===== src/rtl/wtsc_pkg.sv =====
package wtsc_pkg;
  typedef enum logic [2:0] {
    ST_IDLE,
    ST_LOOK,
    ST_RESP,
    ST_BUSRD,
    ST_MEMWT,
    ST_FILL,
    ST_BUSWR,
    ST_WACK
  } wtsc_state_e;
endpackage


===== src/rtl/wtsc_tag_store.sv =====
module wtsc_tag_store #(
  parameter int LINES = 16,
  parameter int TAG_W = 12,
  parameter int IDX_W = $clog2(LINES)
) (
  input  logic             clk,
  input  logic             rst,
  input  logic [IDX_W-1:0] a_idx,
  output logic             a_vld,
  output logic [TAG_W-1:0] a_tag,
  input  logic [IDX_W-1:0] b_idx,
  output logic             b_vld,
  output logic [TAG_W-1:0] b_tag,
  input  logic             set_en,
  input  logic [IDX_W-1:0] set_idx,
  input  logic [TAG_W-1:0] set_tag,
  input  logic             clr_en,
  input  logic [IDX_W-1:0] clr_idx,
  output logic [LINES-1:0] vld_vec
);
  logic [TAG_W-1:0] tags [LINES];
  logic [LINES-1:0] vld_q;

  always_ff @(posedge clk) begin
    if (rst) begin
      vld_q <= '0;
    end else begin
      if (clr_en) vld_q[clr_idx] <= 1'b0;
      if (set_en) vld_q[set_idx] <= 1'b1;
    end
  end

  always_ff @(posedge clk) begin
    if (set_en) tags[set_idx] <= set_tag;
  end

  assign a_vld   = vld_q[a_idx];
  assign a_tag   = tags[a_idx];
  assign b_vld   = vld_q[b_idx];
  assign b_tag   = tags[b_idx];
  assign vld_vec = vld_q;
endmodule


===== src/rtl/wtsc_data_store.sv =====
module wtsc_data_store #(
  parameter int LINES  = 16,
  parameter int DATA_W = 32,
  parameter int IDX_W  = $clog2(LINES)
) (
  input  logic              clk,
  input  logic              we,
  input  logic [IDX_W-1:0]  waddr,
  input  logic [DATA_W-1:0] wdata,
  input  logic [IDX_W-1:0]  raddr,
  output logic [DATA_W-1:0] rdata
);
  logic [DATA_W-1:0] mem [LINES];

  always_ff @(posedge clk) begin
    if (we) mem[waddr] <= wdata;
    rdata <= mem[raddr];
  end
endmodule


===== src/rtl/wtsc_ctrl.sv =====
module wtsc_ctrl
  import wtsc_pkg::*;
#(
  parameter int ADDR_W = 16,
  parameter int DATA_W = 32
) (
  input  logic              clk,
  input  logic              rst,
  input  logic              cpu_req_valid,
  input  logic              cpu_req_we,
  input  logic [ADDR_W-1:0] cpu_req_addr,
  input  logic [DATA_W-1:0] cpu_req_wdata,
  output logic              cpu_req_ready,
  output logic              cpu_rsp_valid,
  input  logic              lk_hit,
  input  logic              snp_hit,
  output logic [ADDR_W-1:0] req_addr,
  output logic [DATA_W-1:0] req_wdata,
  output logic              bus_req_valid,
  output logic              bus_req_we,
  input  logic              bus_gnt,
  input  logic              mem_rsp_valid,
  input  logic [DATA_W-1:0] mem_rsp_data,
  output logic              wr_en,
  output logic [DATA_W-1:0] wr_data,
  output logic              tag_set
);
  wtsc_state_e       st_q, st_d;
  logic              we_q;
  logic [ADDR_W-1:0] addr_q;
  logic [DATA_W-1:0] wdata_q;
  logic [DATA_W-1:0] fill_q;

  always_ff @(posedge clk) begin
    if (rst) begin
      st_q    <= ST_IDLE;
      we_q    <= 1'b0;
      addr_q  <= '0;
      wdata_q <= '0;
      fill_q  <= '0;
    end else begin
      st_q <= st_d;
      if (st_q == ST_IDLE && cpu_req_valid) begin
        we_q    <= cpu_req_we;
        addr_q  <= cpu_req_addr;
        wdata_q <= cpu_req_wdata;
      end
      if (st_q == ST_MEMWT && mem_rsp_valid) fill_q <= mem_rsp_data;
    end
  end

  always_comb begin
    st_d    = st_q;
    wr_en   = 1'b0;
    wr_data = wdata_q;
    tag_set = 1'b0;
    case (st_q)
      ST_IDLE:  if (cpu_req_valid) st_d = ST_LOOK;
      ST_LOOK: begin
        if (!snp_hit) begin
          if (we_q) begin
            wr_en = lk_hit;
            st_d  = ST_BUSWR;
          end else begin
            st_d = lk_hit ? ST_RESP : ST_BUSRD;
          end
        end
      end
      ST_RESP:  st_d = ST_IDLE;
      ST_BUSRD: if (bus_gnt) st_d = ST_MEMWT;
      ST_MEMWT: if (mem_rsp_valid) st_d = ST_FILL;
      ST_FILL: begin
        if (!snp_hit) begin
          wr_en   = 1'b1;
          wr_data = fill_q;
          tag_set = 1'b1;
          st_d    = ST_LOOK;
        end
      end
      ST_BUSWR: if (bus_gnt) st_d = ST_WACK;
      ST_WACK:  st_d = ST_IDLE;
      default:  st_d = ST_IDLE;
    endcase
  end

  assign cpu_req_ready = (st_q == ST_IDLE);
  assign cpu_rsp_valid = (st_q == ST_RESP) || (st_q == ST_WACK);
  assign bus_req_valid = (st_q == ST_BUSRD) || (st_q == ST_BUSWR);
  assign bus_req_we    = (st_q == ST_BUSWR);
  assign req_addr      = addr_q;
  assign req_wdata     = wdata_q;
endmodule


===== src/rtl/wt_snoop_cache.sv =====
module wt_snoop_cache #(
  parameter int ADDR_W = 16,
  parameter int DATA_W = 32,
  parameter int LINES  = 16,
  parameter int ID_W   = 2,
  parameter int MY_ID  = 1
) (
  input  logic              clk,
  input  logic              rst,
  input  logic              cpu_req_valid,
  output logic              cpu_req_ready,
  input  logic              cpu_req_we,
  input  logic [ADDR_W-1:0] cpu_req_addr,
  input  logic [DATA_W-1:0] cpu_req_wdata,
  output logic              cpu_rsp_valid,
  output logic [DATA_W-1:0] cpu_rsp_rdata,
  output logic              bus_req_valid,
  output logic              bus_req_we,
  output logic [ADDR_W-1:0] bus_req_addr,
  output logic [DATA_W-1:0] bus_req_wdata,
  input  logic              bus_gnt,
  input  logic              mem_rsp_valid,
  input  logic [DATA_W-1:0] mem_rsp_data,
  input  logic              snp_valid,
  input  logic              snp_we,
  input  logic [ID_W-1:0]   snp_id,
  input  logic [ADDR_W-1:0] snp_addr,
  input  logic [DATA_W-1:0] snp_data,
  input  logic              snp_mode
);
  localparam int IDX_W = $clog2(LINES);
  localparam int TAG_W = ADDR_W - IDX_W;
  localparam logic [ID_W-1:0] OWN_ID = ID_W'(MY_ID);

  logic [ADDR_W-1:0] req_addr;
  logic [DATA_W-1:0] req_wdata;
  logic              a_vld, b_vld, lk_hit;
  logic [TAG_W-1:0]  a_tag, b_tag;
  logic              snp_fire, snp_hit, snp_upd, snp_inv;
  logic              ctl_wr_en, tag_set;
  logic [DATA_W-1:0] ctl_wr_data;
  logic              ram_we;
  logic [IDX_W-1:0]  ram_waddr;
  logic [DATA_W-1:0] ram_wdata;
  logic [LINES-1:0]  line_valid;

  // Peer write decode: only writes from other masters that hit a valid line act.
  assign snp_fire = snp_valid && snp_we && (snp_id != OWN_ID);
  assign snp_hit  = snp_fire && b_vld && (b_tag == snp_addr[ADDR_W-1:IDX_W]);
  assign snp_upd  = snp_hit && snp_mode;
  assign snp_inv  = snp_hit && !snp_mode;
  assign lk_hit   = a_vld && (a_tag == req_addr[ADDR_W-1:IDX_W]);

  // Single RAM write port; the controller never writes while a snoop hits.
  assign ram_we    = snp_upd || ctl_wr_en;
  assign ram_waddr = snp_upd ? snp_addr[IDX_W-1:0] : req_addr[IDX_W-1:0];
  assign ram_wdata = snp_upd ? snp_data : ctl_wr_data;

  wtsc_ctrl #(.ADDR_W(ADDR_W), .DATA_W(DATA_W)) u_ctrl (
    .clk           (clk),
    .rst           (rst),
    .cpu_req_valid (cpu_req_valid),
    .cpu_req_we    (cpu_req_we),
    .cpu_req_addr  (cpu_req_addr),
    .cpu_req_wdata (cpu_req_wdata),
    .cpu_req_ready (cpu_req_ready),
    .cpu_rsp_valid (cpu_rsp_valid),
    .lk_hit        (lk_hit),
    .snp_hit       (snp_hit),
    .req_addr      (req_addr),
    .req_wdata     (req_wdata),
    .bus_req_valid (bus_req_valid),
    .bus_req_we    (bus_req_we),
    .bus_gnt       (bus_gnt),
    .mem_rsp_valid (mem_rsp_valid),
    .mem_rsp_data  (mem_rsp_data),
    .wr_en         (ctl_wr_en),
    .wr_data       (ctl_wr_data),
    .tag_set       (tag_set)
  );

  wtsc_tag_store #(.LINES(LINES), .TAG_W(TAG_W), .IDX_W(IDX_W)) u_tags (
    .clk     (clk),
    .rst     (rst),
    .a_idx   (req_addr[IDX_W-1:0]),
    .a_vld   (a_vld),
    .a_tag   (a_tag),
    .b_idx   (snp_addr[IDX_W-1:0]),
    .b_vld   (b_vld),
    .b_tag   (b_tag),
    .set_en  (tag_set),
    .set_idx (req_addr[IDX_W-1:0]),
    .set_tag (req_addr[ADDR_W-1:IDX_W]),
    .clr_en  (snp_inv),
    .clr_idx (snp_addr[IDX_W-1:0]),
    .vld_vec (line_valid)
  );

  wtsc_data_store #(.LINES(LINES), .DATA_W(DATA_W), .IDX_W(IDX_W)) u_data (
    .clk   (clk),
    .we    (ram_we),
    .waddr (ram_waddr),
    .wdata (ram_wdata),
    .raddr (req_addr[IDX_W-1:0]),
    .rdata (cpu_rsp_rdata)
  );

  assign bus_req_addr  = req_addr;
  assign bus_req_wdata = req_wdata;
endmodule


===== config.mk =====
export PLATFORM = sky130hd
export DESIGN_NAME = wt_snoop_cache
export DESIGN_NICKNAME = d
export VERILOG_FILES = /design/src/rtl/wtsc_pkg.sv /design/src/rtl/wtsc_tag_store.sv /design/src/rtl/wtsc_data_store.sv /design/src/rtl/wtsc_ctrl.sv /design/src/rtl/wt_snoop_cache.sv
export SDC_FILE = /design/constraint.sdc
export NUM_CORES = 1
export LEC_CHECK = 0
export BUFFER_PORTS_ARGS = -buffer_cell sky130_fd_sc_hd__buf_2
export CAP_MARGIN = 20
export CORE_UTILIZATION = 30
export DETAILED_ROUTE_END_ITERATION = 10
export GPL_ROUTABILITY_DRIVEN = 0
export PLACE_DENSITY = 0.56
export SETUP_SLACK_MARGIN = 0.1
export SYNTH_ARGS = -nofsm -noshare
export SYNTH_HDL_FRONTEND = slang
export SYNTH_SLANG_ARGS = --single-unit

===== constraint.sdc =====
create_clock -name clk -period 6.77 [get_ports clk]
set_clock_uncertainty 0.15 [all_clocks]
set_input_delay 0.677 -clock clk [delete_from_list [all_inputs] [get_ports clk]]
set_output_delay 0.677 -clock clk [all_outputs]
set_load 0.01 [all_outputs]

==> impl_metrics.env <==
export IMPL_grtUsageTotal=0.1620
export IMPL_rsz0062_at_grt="false"
export IMPL_max_freq_mhz=175.6
export IMPL_worst_slack_ns=1.074
export IMPL_place_ws_ns=0.8390
export IMPL_grt_pass1_wl_microns=136300
export IMPL_drive_gt1_frac=0.3100
export IMPL_critPathBufInv=2
export IMPL_ir_drop_mv=0.1902
export IMPL_seq_area_frac_synth=0.7000
export IMPL_finalHoldViolations=0
export IMPL_synth_area_sq_mm=0.03409
export IMPL_synth_top_area_cell="edfxtp_1"
export IMPL_synth_edf_count=704
export IMPL_final_antenna_net_count=0
export IMPL_syn_avg_cell_area_sq_um=17.65
export IMPL_postSynthCellCount=1932
export IMPL_drt_iter0_drc=1857
export IMPL_wl_per_cell_microns=24.97
export IMPL_clock_root_buffer="clkbuf_16"
export IMPL_die_area_sq_mm=0.1150
export IMPL_utilization=0.3614
export IMPL_grt_pass1_vias=19630
export IMPL_cp_slowest_cell="dfxtp_2"
export IMPL_antenna_found_initial=11
export IMPL_fp_row_count=123
export IMPL_path_clk_slew_ns=0.06
export IMPL_worstMarginPinSlew_ns=1.143
export IMPL_synthArstFlopShare=0
export IMPL_end_kind="register"
export IMPL_cts_max_path_buffers=3
export IMPL_power_share_combinational=0.072
export IMPL_die_h_microns=339.1
export IMPL_path_cells="buf_4 > mux4_2 > nand2_1 > nand2_1 > xnor2_1 > mux2i_1 > nor4_1 > a41o_1 > nand4_1 > a21oi_4 > buf_4"
export IMPL_initial_core_util=0.3030
export IMPL_synth_area_leaders="edfxtp_1, mux4_2, dfxtp_1, nand2_1, mux2i_1"
export IMPL_synth_nets=2071
export IMPL_drt_pass1_iter_count=5
export IMPL_dr_total_vias=19370
export IMPL_coreArea_sq_mm=0.1125
export IMPL_swShare=0.2286
export IMPL_ys_flop_type="edfxtp_1"
export IMPL_cts_sinks=840
export IMPL_yosysWarnings=0
export IMPL_synthTopCellsByCount="edfxtp_1, mux4_2, nand2_1"
export IMPL_pwr_share_seq=0.488
export IMPL_die_w_microns=339.1
export IMPL_worstPathRequired_ns=6.90
export IMPL_drc=0
export IMPL_synth_most_common_cell="edfxtp_1"
export IMPL_clkPwrFrac=0.440
export IMPL_worstHoldPathType="input pin to register"
export IMPL_layout_nets=2331
export IMPL_grt_max_degree=70
export IMPL_vias_per_cell=5.134
export IMPL_ios=223
export IMPL_drv_cap=0
export IMPL_cts_setup_buffers=0
export IMPL_p_sw_mw=2.706
export IMPL_fin_crit_sh=0.8413
export IMPL_cts_buffers=91
export IMPL_place_hpwl_microns=59780
export IMPL_critPathKind="register to register"
export IMPL_status="finished, final reports clean"
export IMPL_powerDensity_mw_per_mm2=291.1
export IMPL_yosysUniqueCellTypes=56
export IMPL_port_buffers=222
export IMPL_fillers=10470
export IMPL_start_kind="register"
export IMPL_ctsResizeCount=0
export IMPL_overflow=0
export IMPL_syn_to_final_growth_pct=19.26
export IMPL_hold_buffers=0
export IMPL_setup_viol=0
export IMPL_synth_seq_cells=840
export IMPL_hold_start="cpu_req_wdata[20]"
export IMPL_worstPathArrival_ns=5.83
export IMPL_p_int_mw=9.130
export IMPL_cts_tree="yes"
export IMPL_cts_htree_levels=3
export IMPL_setup_tns_final_ns=0
export IMPL_min_period_ns=5.696
export IMPL_max_slew_margin=0.2377
export IMPL_crit_family="simple AND/OR/NAND/NOR gates"
export IMPL_slew_viol_final=0
export IMPL_netlist_area_leader_share=0.6201
export IMPL_slowest_delay_ns=0.85
export IMPL_totalWireLength_microns=94240
export IMPL_p_leak_nw=13.29
export IMPL_clk_latency_ns=0.69
export IMPL_worstPathMaxFanout=25
path summary, 6_finish.rpt:
check	end	slack, ns	depth (start not counted)
min reg2reg	u_ctrl.fill_q[30]$_SDFFE_PP0P_	0.31	2
max	u_data.mem[3][30]$_DFFE_PP_	1.07	11
min	u_ctrl.req_wdata[20]$_SDFFE_PP0P_	0.08	3
max reg2reg	u_data.mem[3][30]$_DFFE_PP_	1.07	11
sequential cells by signal (all words and copies together), names as in the netlist, named ones only:
signal	flops
u_ctrl.we_q	1
u_tags.vld_vec	16
u_data.rdata	32
u_data.mem	512
u_ctrl.fill_q	32
u_ctrl.req_addr	16
u_ctrl.st_q	3
u_ctrl.req_wdata	32
u_tags.tags	192
worst reg2reg max path, cell delays in order (launching register included):
cell	delay [ns]
dfxtp_2	0.85
buf_4	0.41
mux4_2	0.54
nand2_1	0.08
nand2_1	0.07
xnor2_1	0.29
mux2i_1	0.14
nor4_1	0.84
a41o_1	0.42
nand4_1	0.46
a21oi_4	0.52
buf_4	0.55
routing by layer:
layer | part of all wire | track usage
met1 | 0.43 | 0.2231
met2 | 0.46 | 0.2524
met3 | 0.085 | 0.04329
met4 | 0.020 | 0.04204
met5 | 0.0012 | 0.003750
power groups by stage:
stage                     clock network, mW  logic (mW)  registers, mW
after floorplan                           0       0.515           5.86
after global placement                    0       0.851           5.88
after detailed placement                  0       0.866           5.88
after CTS                              5.33       0.869           5.77
after global routing                   5.52       0.920           5.78
final                                  5.21       0.857           5.77
final cells by class:
type | count | area (sq um) | area share
Tap cell | 1500 | 1877 | 0.04616
Sequential cell | 840 | 23880 | 0.5873
Inverter | 28 | 105.1 | 0.002585
Multi-Input combinational cell | 942 | 9821 | 0.2416
Clock inverter | 53 | 775.7 | 0.01908
Timing Repair Buffer | 289 | 1789 | 0.04401
Clock buffer | 119 | 2402 | 0.05909
Antenna cell | 3 | 7.507 | 0.0001846
layout by cell type, fill, tap and decap left out, drive strengths merged, types with 17 or more instances in the layout:
cell type,count
mux4,240
xnor2,17
nand3,21
edfxtp,704
a21oi,123
clkinv,30
inv,30
dfxtp,136
buf,289
nor2b,17
mux2i,73
clkbuf,119
a21o,33
nand2,219
o21ai,25
nor2,21
a22o,38
cell families (layout without fill, tap and decap cells):
family          after synthesis  after routing  synth area share
compound gates              272            272           0.05131
xor+xnor                     26             26          0.006680
buf+inv                     150            489           0.01853
flops                       840            840            0.7000
mux                         319            319            0.1820
other cells                   0              3                 0
simple gates                325            325           0.04151
through the flow:
step,instances,instance area (sq um),hold slack [ns],power (mW)
after CTS,3771,40650,0.03036,11.97
after detailed placement,3599,37470,0.2975,6.748
after floorplan,1932,34090,0.2866,6.377
after global routing,3772,40650,0.05046,12.22
after global placement,3598,37440,0.2922,6.730
final,3774,40660,0.07985,11.84
Power figures use the tool's default switching activity.
